<file path="src/rtl/pio_pkg.sv">
package pio_pkg;
  typedef enum logic [1:0] {
    SEL_PORT_A = 2'b00,
    SEL_PORT_B = 2'b01,
    SEL_CTRL   = 2'b10,
    SEL_STAT   = 2'b11
  } reg_sel_e;

  localparam int CTRL_DIR_A  = 0;
  localparam int CTRL_DIR_B  = 1;
  localparam int STAT_A_NEW  = 0;
  localparam int STAT_B_FULL = 1;
  localparam int NUM_PORTS   = 2;
  localparam int NUM_FLAGS   = 2;
endpackage

</file>
<file path="src/rtl/pio_decode.sv">
module pio_decode
  import pio_pkg::*;
(
  input  logic       cs,
  input  logic [1:0] rs,
  input  logic       rd,
  input  logic       wr,
  output logic       wr_a,
  output logic       wr_b,
  output logic       wr_ctrl,
  output logic       rd_a,
  output logic       bus_oe
);
  logic     wr_cyc, rd_cyc;
  reg_sel_e sel;

  always_comb begin
    sel     = reg_sel_e'(rs);
    wr_cyc  = cs & wr;
    rd_cyc  = cs & rd;
    wr_a    = wr_cyc && (sel == SEL_PORT_A);
    wr_b    = wr_cyc && (sel == SEL_PORT_B);
    wr_ctrl = wr_cyc && (sel == SEL_CTRL);
    rd_a    = rd_cyc && (sel == SEL_PORT_A);
    bus_oe  = rd_cyc;
  end
endmodule

</file>
<file path="src/rtl/pio_port.sv">
module pio_port #(
  parameter int W = 8
) (
  input  logic         clk,
  input  logic         rst_n,
  input  logic         dir_out,
  input  logic         wr_en,
  input  logic [W-1:0] wr_data,
  input  logic [W-1:0] pin_in,
  output logic [W-1:0] reg_q,
  output logic [W-1:0] pin_out,
  output logic [W-1:0] pin_oe
);
  always_ff @(posedge clk) begin
    if (!rst_n)
      reg_q <= '0;
    else if (!dir_out)
      reg_q <= pin_in;
    else if (wr_en)
      reg_q <= wr_data;
  end

  assign pin_out = reg_q;
  assign pin_oe  = {W{dir_out}};
endmodule

</file>
<file path="src/rtl/pio_status.sv">
module pio_status
  import pio_pkg::*;
(
  input  logic                 clk,
  input  logic                 rst_n,
  input  logic [NUM_FLAGS-1:0] set_i,
  input  logic [NUM_FLAGS-1:0] clr_i,
  output logic [NUM_FLAGS-1:0] flags_q
);
  for (genvar f = 0; f < NUM_FLAGS; f++) begin : g_flag
    always_ff @(posedge clk) begin
      if (!rst_n)
        flags_q[f] <= 1'b0;
      else if (set_i[f])
        flags_q[f] <= 1'b1;
      else if (clr_i[f])
        flags_q[f] <= 1'b0;
    end
  end
endmodule

</file>
<file path="src/rtl/two_port_pio.sv">
module two_port_pio
  import pio_pkg::*;
#(
  parameter int W = 8
) (
  input  logic         clk,
  input  logic         rst_n,
  input  logic         cs,
  input  logic [1:0]   rs,
  input  logic         rd,
  input  logic         wr,
  input  logic [W-1:0] d_in,
  output logic [W-1:0] d_out,
  output logic         d_oe,
  input  logic [W-1:0] pa_in,
  output logic [W-1:0] pa_out,
  output logic [W-1:0] pa_oe,
  input  logic [W-1:0] pb_in,
  output logic [W-1:0] pb_out,
  output logic [W-1:0] pb_oe,
  input  logic         ack_b
);
  localparam int PAD = W - NUM_FLAGS;

  logic                 wr_a, wr_b, wr_ctrl, rd_a, bus_oe;
  logic [W-1:0]         ctrl_q;
  logic [W-1:0]         status_word;
  logic [NUM_FLAGS-1:0] status_q, flag_set, flag_clr;

  logic [NUM_PORTS-1:0] port_dir, port_wr;
  logic [W-1:0]         port_pin [NUM_PORTS];
  logic [W-1:0]         port_q   [NUM_PORTS];
  logic [W-1:0]         port_out [NUM_PORTS];
  logic [W-1:0]         port_oe  [NUM_PORTS];

  pio_decode u_dec (
    .cs(cs), .rs(rs), .rd(rd), .wr(wr),
    .wr_a(wr_a), .wr_b(wr_b), .wr_ctrl(wr_ctrl),
    .rd_a(rd_a), .bus_oe(bus_oe)
  );

  always_ff @(posedge clk) begin
    if (!rst_n)       ctrl_q <= '0;
    else if (wr_ctrl) ctrl_q <= d_in;
  end

  assign port_dir = {ctrl_q[CTRL_DIR_B], ctrl_q[CTRL_DIR_A]};
  assign port_wr  = {wr_b, wr_a};
  assign port_pin[0] = pa_in;
  assign port_pin[1] = pb_in;

  for (genvar p = 0; p < NUM_PORTS; p++) begin : g_port
    pio_port #(.W(W)) u_port (
      .clk(clk), .rst_n(rst_n),
      .dir_out(port_dir[p]), .wr_en(port_wr[p]), .wr_data(d_in),
      .pin_in(port_pin[p]), .reg_q(port_q[p]),
      .pin_out(port_out[p]), .pin_oe(port_oe[p])
    );
  end

  assign pa_out = port_out[0];
  assign pa_oe  = port_oe[0];
  assign pb_out = port_out[1];
  assign pb_oe  = port_oe[1];

  always_comb begin
    flag_set = '0;
    flag_clr = '0;
    flag_set[STAT_A_NEW]  = !port_dir[0] && (pa_in != port_q[0]);
    flag_clr[STAT_A_NEW]  = rd_a;
    flag_set[STAT_B_FULL] = wr_b && port_dir[1];
    flag_clr[STAT_B_FULL] = ack_b;
  end

  pio_status u_stat (
    .clk(clk), .rst_n(rst_n),
    .set_i(flag_set), .clr_i(flag_clr), .flags_q(status_q)
  );

  assign status_word = {{PAD{1'b0}}, status_q};

  always_comb begin
    d_out = '0;
    if (bus_oe) begin
      unique case (reg_sel_e'(rs))
        SEL_PORT_A: d_out = port_q[0];
        SEL_PORT_B: d_out = port_q[1];
        SEL_CTRL:   d_out = ctrl_q;
        SEL_STAT:   d_out = status_word;
      endcase
    end
  end
  assign d_oe = bus_oe;
endmodule

</file>
<file path="config.mk">
export PLATFORM = sky130hd
export DESIGN_NAME = two_port_pio
export DESIGN_NICKNAME = d
export VERILOG_FILES = /design/src/rtl/pio_pkg.sv /design/src/rtl/pio_decode.sv /design/src/rtl/pio_port.sv /design/src/rtl/pio_status.sv /design/src/rtl/two_port_pio.sv
export SDC_FILE = /design/constraint.sdc
export NUM_CORES = 1
export LEC_CHECK = 0
export ABC_AREA = 1
export BUFFER_PORTS_ARGS = -buffer_cell sky130_fd_sc_hd__clkbuf_2
export CORE_ASPECT_RATIO = 0.5
export CORE_UTILIZATION = 41
export DETAILED_ROUTE_END_ITERATION = 6
export GPL_TIMING_DRIVEN = 1
export PLACE_DENSITY = 0.75
export SYNTH_ARGS = -nofsm -noshare
export SYNTH_HDL_FRONTEND = slang
export SYNTH_SLANG_ARGS = --single-unit
export TNS_END_PERCENT = 30
</file>
<file path="constraint.sdc">
create_clock -name clk -period 1.45 [get_ports clk]
set_clock_uncertainty 0.15 [all_clocks]
set_input_delay 0.0725 -clock clk [delete_from_list [all_inputs] [get_ports clk]]
set_output_delay 0.0725 -clock clk [all_outputs]
set_load 0.02 [all_outputs]
</file>
== Word level (Yosys, flattened, before mapping) ==
Index checks and enable logic that the tools add are counted.
W data, S select, Z words.
Storage, ports and cells
  output and inout bits: 41
  word-level logic and storage cells: 33
  register bits after elaboration: 26
Operators by class
  equal/unequal tests: 6
  reductions and logical operators: 10
  muxes and demuxes: 10
  bitwise gates (word level): 2
Operators by type and width (count)
  $mux W8: 5
  $pmux W8 S4: 1
  $ne A8 B8 Y1: 1
  $logic_and A1 B1 Y1: 6
  $eq A2 B2 Y1 const B: 2
  $mux W1: 4
  $reduce_bool A2 Y1: 2
  $and A1 B1 Y1: 2
  $eq A2 B1 Y1 const B: 1
  $logic_not A2 Y1: 1
  $ne A2 B1 Y1 const B: 1
  $ne A2 B2 Y1 const B: 1
  $logic_not A1 Y1: 1

== Logic depth before layout (Yosys ltp) ==
  depth in word-level cells: 4
  depth in mapped cells: 8
  mapped depth without buffers: 8

== Cells and area by module ==
A second synthesis with hierarchy kept.
Second synthesis, totals
  cell total of the unflattened synthesis: 307
  area total of the unflattened synthesis: 1920.6 sq um
Modules (own cells, without submodules)
  pio_port: area an instance 551.8 sq um, cells each 78, instances 2
  two_port_pio: area an instance 693.2 sq um, cells each 128, instances 1
  pio_status: area an instance 76.3 sq um, cells each 11, instances 1
  pio_decode: area an instance 47.5 sq um, cells each 12, instances 1

== Worst setup path before layout ==
OpenSTA, ideal clock, no wires.
  kind: register -> output
  start: register ctrl_q[1]
  end: output port d_out[1]
  required time: 1.228 ns
  arrival time: 1.340 ns
  buffers on the path: 1
  stages on the path, launching flop included: 6
  slack: -0.113 ns
  path through: dfxtp_1 inv_1 buf_2 o21ai_0 a21oi_1 a21oi_1
Between the ends
  longest elaborated chain between the ends: 2
RTL lines
  from (decl): line two_port_pio.sv:26  | logic [W-1:0] ctrl_q;
  from (signal assigned): line two_port_pio.sv:44  | else if (wr_ctrl) ctrl_q <= d_in;
  $pmux W8 S4: line two_port_pio.sv:85  | unique case (reg_sel_e'(rs))
  $mux W8: line two_port_pio.sv:84  | if (bus_oe) begin
  to (decl): line two_port_pio.sv:13  | output logic [W-1:0] d_out,
No other way between the ends.

== Final worst setup path ==
Ends and elaborated chain as after synthesis.

==> flow_summary_export.csv <==
group,metric,value,unit
die,die_x,88.0,um
timing,final_max_slew_viol_count,0,
layout,nets,346,
clock_network,numCtsBuffers,3,
placement,gp_congestion,0.881,
clock_network,cts_sinks,26,
worst_setup_path,cp_num_buf_inv,2,
layout,areaGrowthSynthToFinish,42.2,%
clock_network,cts-htree-levels,1,
worst_setup_path,critPathMaxStageDelay,0.35,ns
placement,hpwl,3150,um
yosys,synth.distinct_cells,22,
layout,antennaDiodeCount,0,
worst_setup_path,crit_path_top_delay_cell,"dfxtp_1",
worst_setup_path,crit_type,"flip-flop to primary output",
detailed_routing,drt_iter0_markers,178,
global_route,grt_antenna_before_repair,0,
global_route,grt_max_degree,15,
die,num_io_pins,73,
pwr,power_density,787,nW/um^2
detailed_routing,route.vias.total,1796,
timing,fmax,0.721,GHz
worst_setup_path,cp-end-kind,"primary output",
pwr,leakage,1.09,nW
timing,relSlewSlack,74.4,%
die,fp-row-count,15,
yosys,synth_nets,260,
timing,hold_viol,0,
detailed_routing,wl_per_cell,11.9,um
run,max-cap-violations,0,
layout,finish.utilization,61.7,%
global_route,grt_pass1_wl,6780,um
yosys,ys_warn_count,0,
die,die_area,3960,sq um
yosys,synth_seq_cells,26,
timing,hold-worst-slack,0.0868,ns
worst_setup_path,cp.arrival,1.16,ns
timing,min_period_over_period,95.6,%
hold_path,hold_class,"input pin to flip-flop",
timing,rsz0062_at_grt,"false",
worst_setup_path,critical_path.top_delay_family,"flip-flops",
timing,tightest_slew,0.383,ns
yosys,synthCells,228,
timing,finalSetupViolations,0,
clock_network,path_clk_slew,0.09,ns
clock_network,insertion_delay,0.27,ns
die,start_util,43.4,%
pwr,peakVddDrop,0.346,mV
placement,placed_cell_area,1860,sq um
clock_network,cts_tree,"built",
worst_setup_path,critPathMaxFanout,3,
layout,fill_cells,304,
yosys,ys_seq_area_share,34.4,%
layout,drive_above_1_share,31.6,%
placement,io_buffers,72,
yosys,synth_area_per_cell,6.65,sq um
worst_setup_path,critical_path_required,1.23,ns
detailed_routing,drcViolationCount,0,
die,die_h,45.0,um
global_route,first_global_vias,1488,
worst_setup_path,critPathLaunchType,"flip-flop",
worst_setup_path,rrSetupSlack,0.20,ns
layout,fin_area,2150,sq um
die,core,3490,sq um
detailed_routing,wl,4340,um
detailed_routing,vias_per_cell,4.93,
timing,fin_crit,1.39,ns
clock_network,root_buffer,"clkbuf_8",
worst_setup_path,crit_top_cell,"a21oi_2",
clock_network,cts_setup_buffers,0,
global_route,grt_overflow,0,
detailed_routing,drt_pass1_iterations,5,
worst_setup_path,crit_chain,"inv_2 > o21ai_2 > a21oi_2 > a21oi_2 > buf_4",
detailed_routing,ant_nets,0,
clock_network,cts_buffer_depth,2,
yosys,synth_area,1520,sq um
run_status,outcome,"complete, no violations",
global_route,grt_use_total,22.6,%
final cells by class:
type / instances / area (sq um) / share of cell area (%)
tap: 51 / 63.8 / 2.96
inverter: 22 / 82.6 / 3.83
timing repair buffer: 100 / 631 / 29.3
sequential: 26 / 524 / 24.3
multi-input combinational: 161 / 798 / 37.0
clock buffer: 4 / 55.1 / 2.56
worst register-to-register path, delay by kind of cell (launching register included):
kind            cells  cell delay, ns
flops               1            0.35
buf+inv             2            0.26
simple gates        2            0.25
compound gates      1            0.17
cell usage after synthesis:
cell | number | area (sq um)
buf_2 | 1 | 5.00
nor2_1 | 15 | 56.3
nand2_1 | 82 | 308
nand3_1 | 5 | 25.0
inv_2 | 4 | 15.0
xnor2_1 | 4 | 35.0
o21ai_4 | 1 | 16.3
o21a_1 | 1 | 7.51
o21ai_0 | 17 | 85.1
clkinv_1 | 1 | 3.75
dfxtp_1 | 26 | 521
a31oi_1 | 15 | 93.8
nand2_4 | 1 | 11.3
a21oi_1 | 9 | 45.0
a41oi_1 | 1 | 8.76
inv_1 | 17 | 63.8
clkbuf_1 | 2 | 7.51
o21ai_1 | 5 | 25.0
buf_4 | 16 | 120
nor2_8 | 1 | 20.0
a21oi_2 | 1 | 8.76
nor2_4 | 3 | 33.8
placed cells by master (no fill, tap or decap), types with 3 or more instances in the layout:
cell / instances
xnor2_1: 4
clkbuf_8: 4
nand2_1: 82
nor2_1: 15
buf_4: 8
dlygate4sd3_1: 22
o21ai_1: 5
nor2_4: 3
inv_1: 16
a21oi_2: 3
clkbuf_2: 70
a21oi_1: 7
o21ai_0: 16
nand3_1: 5
inv_2: 5
dfxtp_1: 25
a31oi_1: 15
stage by stage:
step | cells | power (mW) | worst slack, ns | TNS (ns)
after floorplan | 228 | 1.04 | -0.0226 | -0.0226
after global routing | 364 | 1.76 | 0.0116 | 0
after CTS | 364 | 1.70 | 0.0171 | 0
final | 364 | 1.70 | 0.0632 | 0
after detailed placement | 338 | 1.18 | 0.123 | 0
after global placement | 338 | 1.17 | 0.135 | 0
worst paths after layout:
kind / start / end / cells past startpoint
min reg2reg: u_stat.flags_q[0] / u_stat.flags_q[0] / 2
max reg2reg: ctrl_q[1] / g_port[1].u_port.pin_out[2] / 5
max: ctrl_q[1] / d_out[1] / 5
min: pa_in[7] / g_port[0].u_port.pin_out[7] / 5
power by group:
group	switching [mW]	internal [mW]	leakage (nW)	total, mW
Combinational	0.244	0.175	0.848	0.418
Clock	0.238	0.243	0.0288	0.481
Sequential	0.0420	0.755	0.216	0.797
kinds of logic after synthesis:
logic type                share of synthesized area (%)
xor gates and xnor gates                           2.31
and+or+nand+nor                                    30.0
buffers and inverters                              14.2
DFF                                                34.4
AOI/OAI and AO/OA                                  19.2
what timing repair did:
action	in CTS	in global routing
hold buffers	22	0
hold endpoints to repair	22	0
resized for setup	3	7
setup endpoints to repair	10	2
registers in the layout, summed over array words and instances, names as in the netlist:
signal                 flops
g_port.u_port.pin_out     16
u_stat.flags_q             2
ctrl_q                     8
routing by layer:
layer | global-route usage (%) | routed length [um]
met3 | 5.85 | 414
met5 | 0 | 0
met1 | 32.7 | 2000
met2 | 34.0 | 1880
met4 | 4.92 | 46
Note: power is estimated with default switching activity, not from simulation.
